$ cat src/rtl/mwl_pkg.sv
package mwl_pkg;

    typedef enum logic [1:0] {
        LD_IDLE  = 2'd0,
        LD_FILL  = 2'd1,
        LD_DRAIN = 2'd2,
        LD_FULL  = 2'd3
    } ld_state_e;

    function automatic int ceil_div(input int a, input int b);
        return (a + b - 1) / b;
    endfunction

endpackage

$ cat src/rtl/mwl_addr_seq.sv
module mwl_addr_seq #(
    parameter int WIN       = 20,
    parameter int WPR       = 12,
    parameter int IMG_WORDS = 32,
    parameter int ADDR_W    = 11,
    parameter int ROW_W     = 6,
    parameter int BW_W      = 5,
    parameter int RI_W      = 5,
    parameter int WW_W      = 4
) (
    input  logic              clk_i,
    input  logic              rst_ni,
    input  logic              clr_i,
    input  logic              run_i,
    input  logic [ROW_W-1:0]  base_row_i,
    input  logic [BW_W-1:0]   base_word_i,
    output logic [ADDR_W-1:0] addr_o,
    output logic [RI_W-1:0]   row_o,
    output logic [WW_W-1:0]   word_o,
    output logic              last_o
);

    logic [ROW_W-1:0] base_row_q;
    logic [BW_W-1:0]  base_word_q;
    logic [RI_W-1:0]  row_q;
    logic [WW_W-1:0]  word_q;

    always_ff @(posedge clk_i or negedge rst_ni) begin
        if (!rst_ni) begin
            base_row_q  <= '0;
            base_word_q <= '0;
            row_q       <= '0;
            word_q      <= '0;
        end else if (clr_i) begin
            base_row_q  <= base_row_i;
            base_word_q <= base_word_i;
            row_q       <= '0;
            word_q      <= '0;
        end else if (run_i) begin
            if (word_q == WW_W'(WPR - 1)) begin
                word_q <= '0;
                row_q  <= row_q + 1'b1;
            end else begin
                word_q <= word_q + 1'b1;
            end
        end
    end

    always_comb begin
        addr_o = ADDR_W'((int'(base_row_q) + int'(row_q)) * IMG_WORDS
                         + int'(base_word_q) + int'(word_q));
        row_o  = row_q;
        word_o = word_q;
        last_o = (row_q == RI_W'(WIN - 1)) && (word_q == WW_W'(WPR - 1));
    end

    // within a row, consecutive reads step the address by one word
    a_r2_addr_contig: assert property (@(posedge clk_i) disable iff (!rst_ni)
        run_i && (word_q != '0) |-> addr_o == $past(addr_o) + 1'b1);

endmodule

$ cat src/rtl/mwl_lane.sv
module mwl_lane #(
    parameter int K        = 0,
    parameter int PIX_RATE = 2,
    parameter int WIN      = 20,
    parameter int PIX_W    = 8,
    parameter int RI_W     = 5,
    parameter int WW_W     = 4,
    parameter int G_W      = 4
) (
    input  logic                      clk_i,
    input  logic                      rst_ni,
    input  logic                      in_vld_i,
    input  logic [RI_W-1:0]           in_row_i,
    input  logic [WW_W-1:0]           in_word_i,
    input  logic [PIX_RATE*PIX_W-1:0] aligned_i,
    output logic                      wr_en_o,
    output logic [RI_W-1:0]           wr_row_o,
    output logic [G_W-1:0]            wr_grp_o,
    output logic [PIX_RATE*PIX_W-1:0] wr_data_o,
    output logic [PIX_RATE-1:0]       wr_mask_o
);

    localparam int OFS  = K % PIX_RATE;
    localparam int LEAD = K / PIX_RATE;
    localparam int SKEW = LEAD + ((OFS != 0) ? 1 : 0);
    localparam int GRPS = mwl_pkg::ceil_div(WIN, PIX_RATE);

    int                  grp_i;
    logic                hit;
    logic [PIX_RATE-1:0] mask_c;

    always_comb begin
        grp_i = int'(in_word_i) - SKEW;
        hit   = in_vld_i && (grp_i >= 0) && (grp_i < GRPS);
        for (int i = 0; i < PIX_RATE; i++) begin
            mask_c[i] = (grp_i * PIX_RATE + i) < WIN;
        end
    end

    always_ff @(posedge clk_i or negedge rst_ni) begin
        if (!rst_ni) begin
            wr_en_o   <= 1'b0;
            wr_row_o  <= '0;
            wr_grp_o  <= '0;
            wr_data_o <= '0;
            wr_mask_o <= '0;
        end else begin
            wr_en_o <= hit;
            if (hit) begin
                wr_row_o  <= in_row_i;
                wr_grp_o  <= G_W'(grp_i);
                wr_data_o <= aligned_i;
                wr_mask_o <= mask_c;
            end
        end
    end

    // within a row a window's groups arrive back to back in ascending order
    a_r4_grp_step: assert property (@(posedge clk_i) disable iff (!rst_ni)
        wr_en_o && (wr_grp_o != G_W'(GRPS - 1))
        |=> wr_en_o && (wr_grp_o == $past(wr_grp_o) + 1'b1));

    // a write never carries an empty mask
    a_r4_mask_live: assert property (@(posedge clk_i) disable iff (!rst_ni)
        wr_en_o |-> wr_mask_o[0]);

endmodule

$ cat src/rtl/mwin_cache_loader.sv
module mwin_cache_loader #(
    parameter int PIX_W    = 8,
    parameter int WIN      = 20,
    parameter int PIX_RATE = 2,
    parameter int N_WIN    = 4,
    parameter int IMG_COLS = 64,
    parameter int IMG_ROWS = 48,
    localparam int IMG_WORDS = IMG_COLS / PIX_RATE,
    localparam int GRPS      = (WIN + PIX_RATE - 1) / PIX_RATE,
    localparam int WORD_W    = PIX_RATE * PIX_W,
    localparam int ADDR_W    = $clog2(IMG_WORDS * IMG_ROWS),
    localparam int ROW_W     = $clog2(IMG_ROWS),
    localparam int BW_W      = $clog2(IMG_WORDS),
    localparam int RI_W      = $clog2(WIN + 1),
    localparam int G_W       = $clog2(GRPS + 1)
) (
    input  logic                       clk_i,
    input  logic                       rst_ni,
    input  logic                       start_i,
    input  logic                       swap_i,
    input  logic [ROW_W-1:0]           base_row_i,
    input  logic [BW_W-1:0]            base_word_i,
    output logic                       busy_o,
    output logic                       done_o,
    output logic                       rd_en_o,
    output logic [ADDR_W-1:0]          rd_addr_o,
    input  logic [WORD_W-1:0]          rd_data_i,
    output logic                       wr_bank_o,
    output logic [N_WIN-1:0]           wr_en_o,
    output logic [N_WIN*RI_W-1:0]      wr_row_o,
    output logic [N_WIN*G_W-1:0]       wr_grp_o,
    output logic [N_WIN*WORD_W-1:0]    wr_data_o,
    output logic [N_WIN*PIX_RATE-1:0]  wr_mask_o
);
    import mwl_pkg::*;

    localparam int WPR    = GRPS + N_WIN / PIX_RATE;
    localparam int WW_W   = $clog2(WPR + 1);
    localparam int HOLD_W = (PIX_RATE > 1) ? (PIX_RATE - 1) * PIX_W : 1;

    if ((N_WIN % PIX_RATE) != 0) begin : g_bad_cfg
        $error("N_WIN must be a multiple of PIX_RATE");
    end

    ld_state_e state_q, state_d;

    logic              run, clr;
    logic              seq_last;
    logic [RI_W-1:0]   seq_row;
    logic [WW_W-1:0]   seq_word;
    logic              s1_vld_q, s1_last_q, w_last_q;
    logic [RI_W-1:0]   s1_row_q;
    logic [WW_W-1:0]   s1_word_q;
    logic [HOLD_W-1:0] hold_q;
    logic [WORD_W+HOLD_W-1:0] pair;
    logic              bank_q;

    // ---------------- state register ----------------
    always_ff @(posedge clk_i or negedge rst_ni) begin
        if (!rst_ni) state_q <= LD_IDLE;
        else         state_q <= state_d;
    end

    always_comb begin
        state_d = state_q;
        unique case (state_q)
            LD_IDLE:  if (start_i)           state_d = LD_FILL;
            LD_FILL:  if (seq_last)          state_d = LD_DRAIN;
            LD_DRAIN: if (w_last_q)          state_d = LD_FULL;
            LD_FULL:  if (swap_i)            state_d = LD_IDLE;
            default:                         state_d = LD_IDLE;
        endcase
    end

    // ---------------- state outputs ----------------
    always_comb begin
        run    = 1'b0;
        busy_o = 1'b0;
        done_o = 1'b0;
        clr    = 1'b0;
        unique case (state_q)
            LD_IDLE:  clr = start_i;
            LD_FILL:  begin run = 1'b1; busy_o = 1'b1; end
            LD_DRAIN: busy_o = 1'b1;
            LD_FULL:  done_o = 1'b1;
            default:  ;
        endcase
    end

    always_ff @(posedge clk_i or negedge rst_ni) begin
        if (!rst_ni)                                bank_q <= 1'b0;
        else if ((state_q == LD_FULL) && swap_i)    bank_q <= ~bank_q;
    end
    assign wr_bank_o = bank_q;

    // ---------------- read address sequencing ----------------
    mwl_addr_seq #(
        .WIN(WIN), .WPR(WPR), .IMG_WORDS(IMG_WORDS), .ADDR_W(ADDR_W),
        .ROW_W(ROW_W), .BW_W(BW_W), .RI_W(RI_W), .WW_W(WW_W)
    ) u_seq (
        .clk_i(clk_i), .rst_ni(rst_ni), .clr_i(clr), .run_i(run),
        .base_row_i(base_row_i), .base_word_i(base_word_i),
        .addr_o(rd_addr_o), .row_o(seq_row), .word_o(seq_word),
        .last_o(seq_last)
    );
    assign rd_en_o = run;

    // ---------------- data-return stage and held word ----------------
    always_ff @(posedge clk_i or negedge rst_ni) begin
        if (!rst_ni) begin
            s1_vld_q  <= 1'b0;
            s1_last_q <= 1'b0;
            w_last_q  <= 1'b0;
            s1_row_q  <= '0;
            s1_word_q <= '0;
            hold_q    <= '0;
        end else begin
            s1_vld_q  <= run;
            s1_last_q <= run && seq_last;
            w_last_q  <= s1_last_q;
            s1_row_q  <= seq_row;
            s1_word_q <= seq_word;
            if (s1_vld_q) hold_q <= rd_data_i[WORD_W-1 -: HOLD_W];
        end
    end
    assign pair = {rd_data_i, hold_q};

    // ---------------- per-window alignment and write lanes ----------------
    for (genvar k = 0; k < N_WIN; k++) begin : g_win
        localparam int OFS = k % PIX_RATE;
        logic [WORD_W-1:0] aligned;
        if (OFS == 0) begin : g_direct
            assign aligned = rd_data_i;
        end else begin : g_shift
            assign aligned = pair[(OFS - 1) * PIX_W +: WORD_W];
        end

        mwl_lane #(
            .K(k), .PIX_RATE(PIX_RATE), .WIN(WIN), .PIX_W(PIX_W),
            .RI_W(RI_W), .WW_W(WW_W), .G_W(G_W)
        ) u_lane (
            .clk_i(clk_i), .rst_ni(rst_ni),
            .in_vld_i(s1_vld_q), .in_row_i(s1_row_q), .in_word_i(s1_word_q),
            .aligned_i(aligned),
            .wr_en_o(wr_en_o[k]),
            .wr_row_o(wr_row_o[k*RI_W +: RI_W]),
            .wr_grp_o(wr_grp_o[k*G_W +: G_W]),
            .wr_data_o(wr_data_o[k*WORD_W +: WORD_W]),
            .wr_mask_o(wr_mask_o[k*PIX_RATE +: PIX_RATE])
        );
    end

    // the finished bank is never written while done is shown
    a_r6_quiet_when_done: assert property (@(posedge clk_i) disable iff (!rst_ni)
        done_o |-> (wr_en_o == '0));

    // done holds until swap
    a_r7_done_holds: assert property (@(posedge clk_i) disable iff (!rst_ni)
        done_o && !swap_i |=> done_o);

    // a start while full starts no reads
    a_r7_start_ignored: assert property (@(posedge clk_i) disable iff (!rst_ni)
        done_o && start_i && !swap_i |=> !rd_en_o);

    // swap releases the buffer and flips the bank
    a_r8_swap_flips: assert property (@(posedge clk_i) disable iff (!rst_ni)
        done_o && swap_i |=> !done_o && (wr_bank_o != $past(wr_bank_o)));

    // reads only while busy
    a_r9_read_busy: assert property (@(posedge clk_i) disable iff (!rst_ni)
        $rose(rd_en_o) |-> busy_o && !done_o);

endmodule

$ cat config.mk
export PLATFORM = sky130hd
export DESIGN_NAME = mwin_cache_loader
export DESIGN_NICKNAME = d
export VERILOG_FILES = /design/src/rtl/mwl_pkg.sv /design/src/rtl/mwl_addr_seq.sv /design/src/rtl/mwl_lane.sv /design/src/rtl/mwin_cache_loader.sv
export SDC_FILE = /design/constraint.sdc
export NUM_CORES = 1
export LEC_CHECK = 0
export BUFFER_PORTS_ARGS = -buffer_cell sky130_fd_sc_hd__buf_2
export CAP_MARGIN = 10
export CORE_UTILIZATION = 50
export CTS_CLUSTER_DIAMETER = 120
export DETAILED_ROUTE_END_ITERATION = 12
export PLACE_DENSITY = 0.87
export SYNTH_ARGS = -nofsm -noshare
export SYNTH_HDL_FRONTEND = slang
export SYNTH_SLANG_ARGS = --single-unit
$ cat constraint.sdc
create_clock -name clk_i -period 3 [get_ports clk_i]
set_input_delay 0.9 -clock clk_i [delete_from_list [all_inputs] [get_ports clk_i]]
set_output_delay 0.9 -clock clk_i [all_outputs]
set_load 0.05 [all_outputs]
==> impl_metrics.py <==
metrics = {
    "sta": {
        "setup_tns_ns": -1.04,
        "period_share_pct": 111,
        "slew-limit-headroom_pct": 41.3,
        "skew_ns": 0.00762,
        "hold_viol_final": 0,
        "setup_viol": 6,
        "tightest_slew_ns": 0.880,
        "slew_viol_final": 0,
        "setup_ws_ns": -0.322,
        "fin_crit_ns": 3.32,
        "clock.fmax_mhz": 301,
        "rsz0062_at_grt": "yes",
    },
    "synth": {
        "ys_warn_count": 0,
        "ys_ff_latch": 133,
        "yosysMostFrequentCell": "dfrtp_1",
        "syn_area_mm2": 0.00586,
        "synth.distinct_cells": 40,
        "synth_commonest_cells": "133 x dfrtp_1, 90 x nand2_1, 46 x mux2_2, 25 x buf_4, 24 x mux2_4",
        "yosysTopAreaCell": "dfrtp_1",
        "ys_async_sr_fraction_pct": 100,
        "synth_area_leaders": "dfrtp_1 57%, mux2_2 8.8%, mux2_4 6.1%, nand2_1 5.8%, ha_1 4.7%",
        "synth_edf_count": 0,
        "ys_seq_area_share_pct": 56.8,
        "syn-instance-count": 475,
        "synth.avg_cell_area_um2": 12.3,
        "synth_nets": 530,
        "synth_top_area_share_pct": 56.8,
        "ys.flop_type": "dfrtp_1",
    },
    "routing": {
        "route.detailed.drc": 0,
        "routed_via_density": 5.26,
        "vias": 4155,
        "drtIter0Drc": 244,
        "avgRoutedWirePerCell_um": 17.9,
        "wirelength_mm": 14.1,
        "first_pass_iters": 4,
        "ant_nets": 0,
    },
    "pwr": {
        "p_leak_nw": 3.84,
        "total_power_mw": 4.21,
        "powerDensity_mw_per_mm2": 555,
        "peakVddDrop_uv": 468,
    },
    "clock_tree": {
        "h-tree-depth": 4,
        "clockBufferDepth": 2,
        "clk_pin_slew_ns": 0.06,
        "postCtsHoldBufs": 0,
        "clock_latency_ns": 0.41,
        "cts_buffers": 17,
        "clkSinkCount": 133,
        "cts_tree": "done",
        "cts-root-buf": "clkbuf_16",
    },
    "layout": {
        "fillers": 800,
        "antennaDiodeCount": 0,
        "nNetsFinal": 690,
        "syn_to_final_growth_pct": 29.4,
        "register_area_mm2": 0.00333,
        "drive_gt1_share_pct": 49.1,
        "multiInputGateArea_mm2": 0.00237,
    },
    "floorplan": {
        "start_util_pct": 51.3,
        "chipHeight_um": 110,
        "fp-row-count": 39,
        "dieArea_mm2": 0.0122,
        "io_pins": 158,
        "fp.coreArea_mm2": 0.0114,
        "die_w_um": 110,
    },
    "run_status": {
        "failed_checks": "setup timing",
        "status": "finished, violations left",
    },
    "place": {
        "dpl.hpwl_mm": 9.02,
        "gp_congestion": 0.835,
        "port_buffers": 157,
    },
    "worst_setup_path": {
        "cp-start-kind": "register",
        "end_kind": "primary output",
        "worstSetupPathType": "reg2out",
        "crit_arrival_ns": 2.42,
        "cp_max_fo": 2,
        "crit_required_ns": 2.10,
    },
    "global_routing": {
        "antenna_found_initial": 0,
        "grt_pass1_vias": 4301,
        "grt_pass1_wl_mm": 20.9,
        "grtUsageTotal_pct": 23.3,
        "grt_start_max_net_pins": 66,
        "grt_remaining_overflow": 0,
    },
    "worst_hold_path": {
        "hp-class": "in2async",
    },
    "job": {
        "maxCapViolations": 0,
    },
}
[stage by stage]
step / area, µm² / std cells / utilization [%] / hold slack, ns / setup WS [ns]
global route: 7580 / 790 / 66.4 / 0.364 / -0.418
floorplan: 5880 / 475 / - / 0.331 / -0.219
CTS: 7400 / 783 / 64.8 / 0.351 / -0.280
finish: 7580 / 790 / 66.4 / 0.360 / -0.322
global placement: 6680 / 747 / 58.5 / 0.367 / 0.0697
detailed placement: 6680 / 747 / 58.5 / 0.395 / -0.0112
[flip-flops by register name, summed over array words and instances, names as in the netlist]
| name | count |
|---|---|
| g_win.u_lane.wr_row_o | 15 |
| s1_vld_q | 1 |
| wr_bank_o | 1 |
| g_win.u_lane.wr_mask_o | 4 |
| u_seq.base_word_q | 5 |
| w_last_q | 1 |
| s1_row_q | 5 |
| u_seq.base_row_q | 6 |
| s1_last_q | 1 |
| u_seq.row_o | 5 |
| g_win.u_lane.wr_en_o | 3 |
| s1_word_q | 4 |
| g_win.u_lane.wr_grp_o | 12 |
| state_q | 2 |
| hold_q | 8 |
| g_win.u_lane.wr_data_o | 56 |
| u_seq.word_o | 4 |
[per-layer routing]
layer	track usage [%]	part of all wire [%]
met5	0	0
met4	10.9	1.7
met3	6.94	6.3
met2	42.4	55
met1	24.4	38
[final cells by class]
cell class,count,share of cell area [%]
clock buffers,20,6.02
inverters,18,0.891
well taps,143,2.36
clock inverters,11,1.68
flip-flops and latches,133,43.9
repair buffers,181,13.9
multi-input cells,284,31.2
[placed cells by master, fill, tap and decap left out, drive strengths merged]
cell type	synthesis	routed
o21ai	17	17
a21boi	2	2
clkbuf	8	20
xor2	6	6
xnor2	10	10
a221oi	1	1
a21oi	12	12
nor3b	1	1
inv	18	19
mux2	70	70
nand2	90	90
and3	1	1
nand2b	3	3
o21a	1	1
a211oi	1	1
a31oi	1	1
nand3b	1	1
clkinv	0	5
nor2	19	19
nand4	3	3
o221ai	1	1
nor2b	1	1
or2	2	2
bufinv	0	2
a21bo	1	1
nor3	2	2
a21o	3	3
fa	2	2
ha	22	22
a222oi	1	1
dfrtp	133	133
buf	32	181
and2	2	2
clkinvlp	0	3
xor3	1	1
mux2i	4	4
nand3	3	3
[power breakdown]
group | switching, mW | internal, mW
Sequential | 0.0279 | 1.84
Combinational | 0.240 | 0.0823
Clock | 0.757 | 1.26
Total | 1.03 | 3.19
[logic make-up after synthesis]
kind of cell | count (synthesis) | share of synthesized area, %
AO/OA/AOI/OAI | 41 | 4.23
XOR/XNOR | 17 | 2.80
adder cells (fa/ha/maj) | 24 | 5.38
buffers and inverters | 58 | 6.17
flip-flops | 133 | 56.8
multiplexers | 74 | 15.7
AND/OR/NAND/NOR | 128 | 8.95
[critical path, cell delays in order, from the launching register on]
cell and delay (ns):
dfrtp_1 0.40, ha_2 0.20, fa_2 0.35, a21o_1 0.19
a21oi_2 0.19, xnor2_2 0.14, nand4_1 0.12, xor3_2 0.25
buf_6 0.17
[final timing paths]
kind	startpoint	to	slack [ns]	depth (start not counted)
max in group asynchronous	rst_ni	g_win[3].u_lane.wr_data_o[1]	1.86	2
min in group clk_i	s1_last_q	w_last_q	0.39	0
max	u_seq.row_o[0]	rd_addr_o[10]	-0.32	8
max reg2reg	s1_word_q[2]	g_win[3].u_lane.wr_mask_o[0]	0.44	10
min	rst_ni	g_win[0].u_lane.wr_data_o[14]	0.36	1
min reg2reg	s1_last_q	w_last_q	0.39	0
[what timing repair did]
item                                    4_1_cts  5_1_grt
buffers inserted                              5        7
endpoints found under the setup margin        7        8
pin swaps                                     7       12
resized for setup                            27       29
cloned                                        0        0
Note: power is estimated with default switching activity, not from simulation.
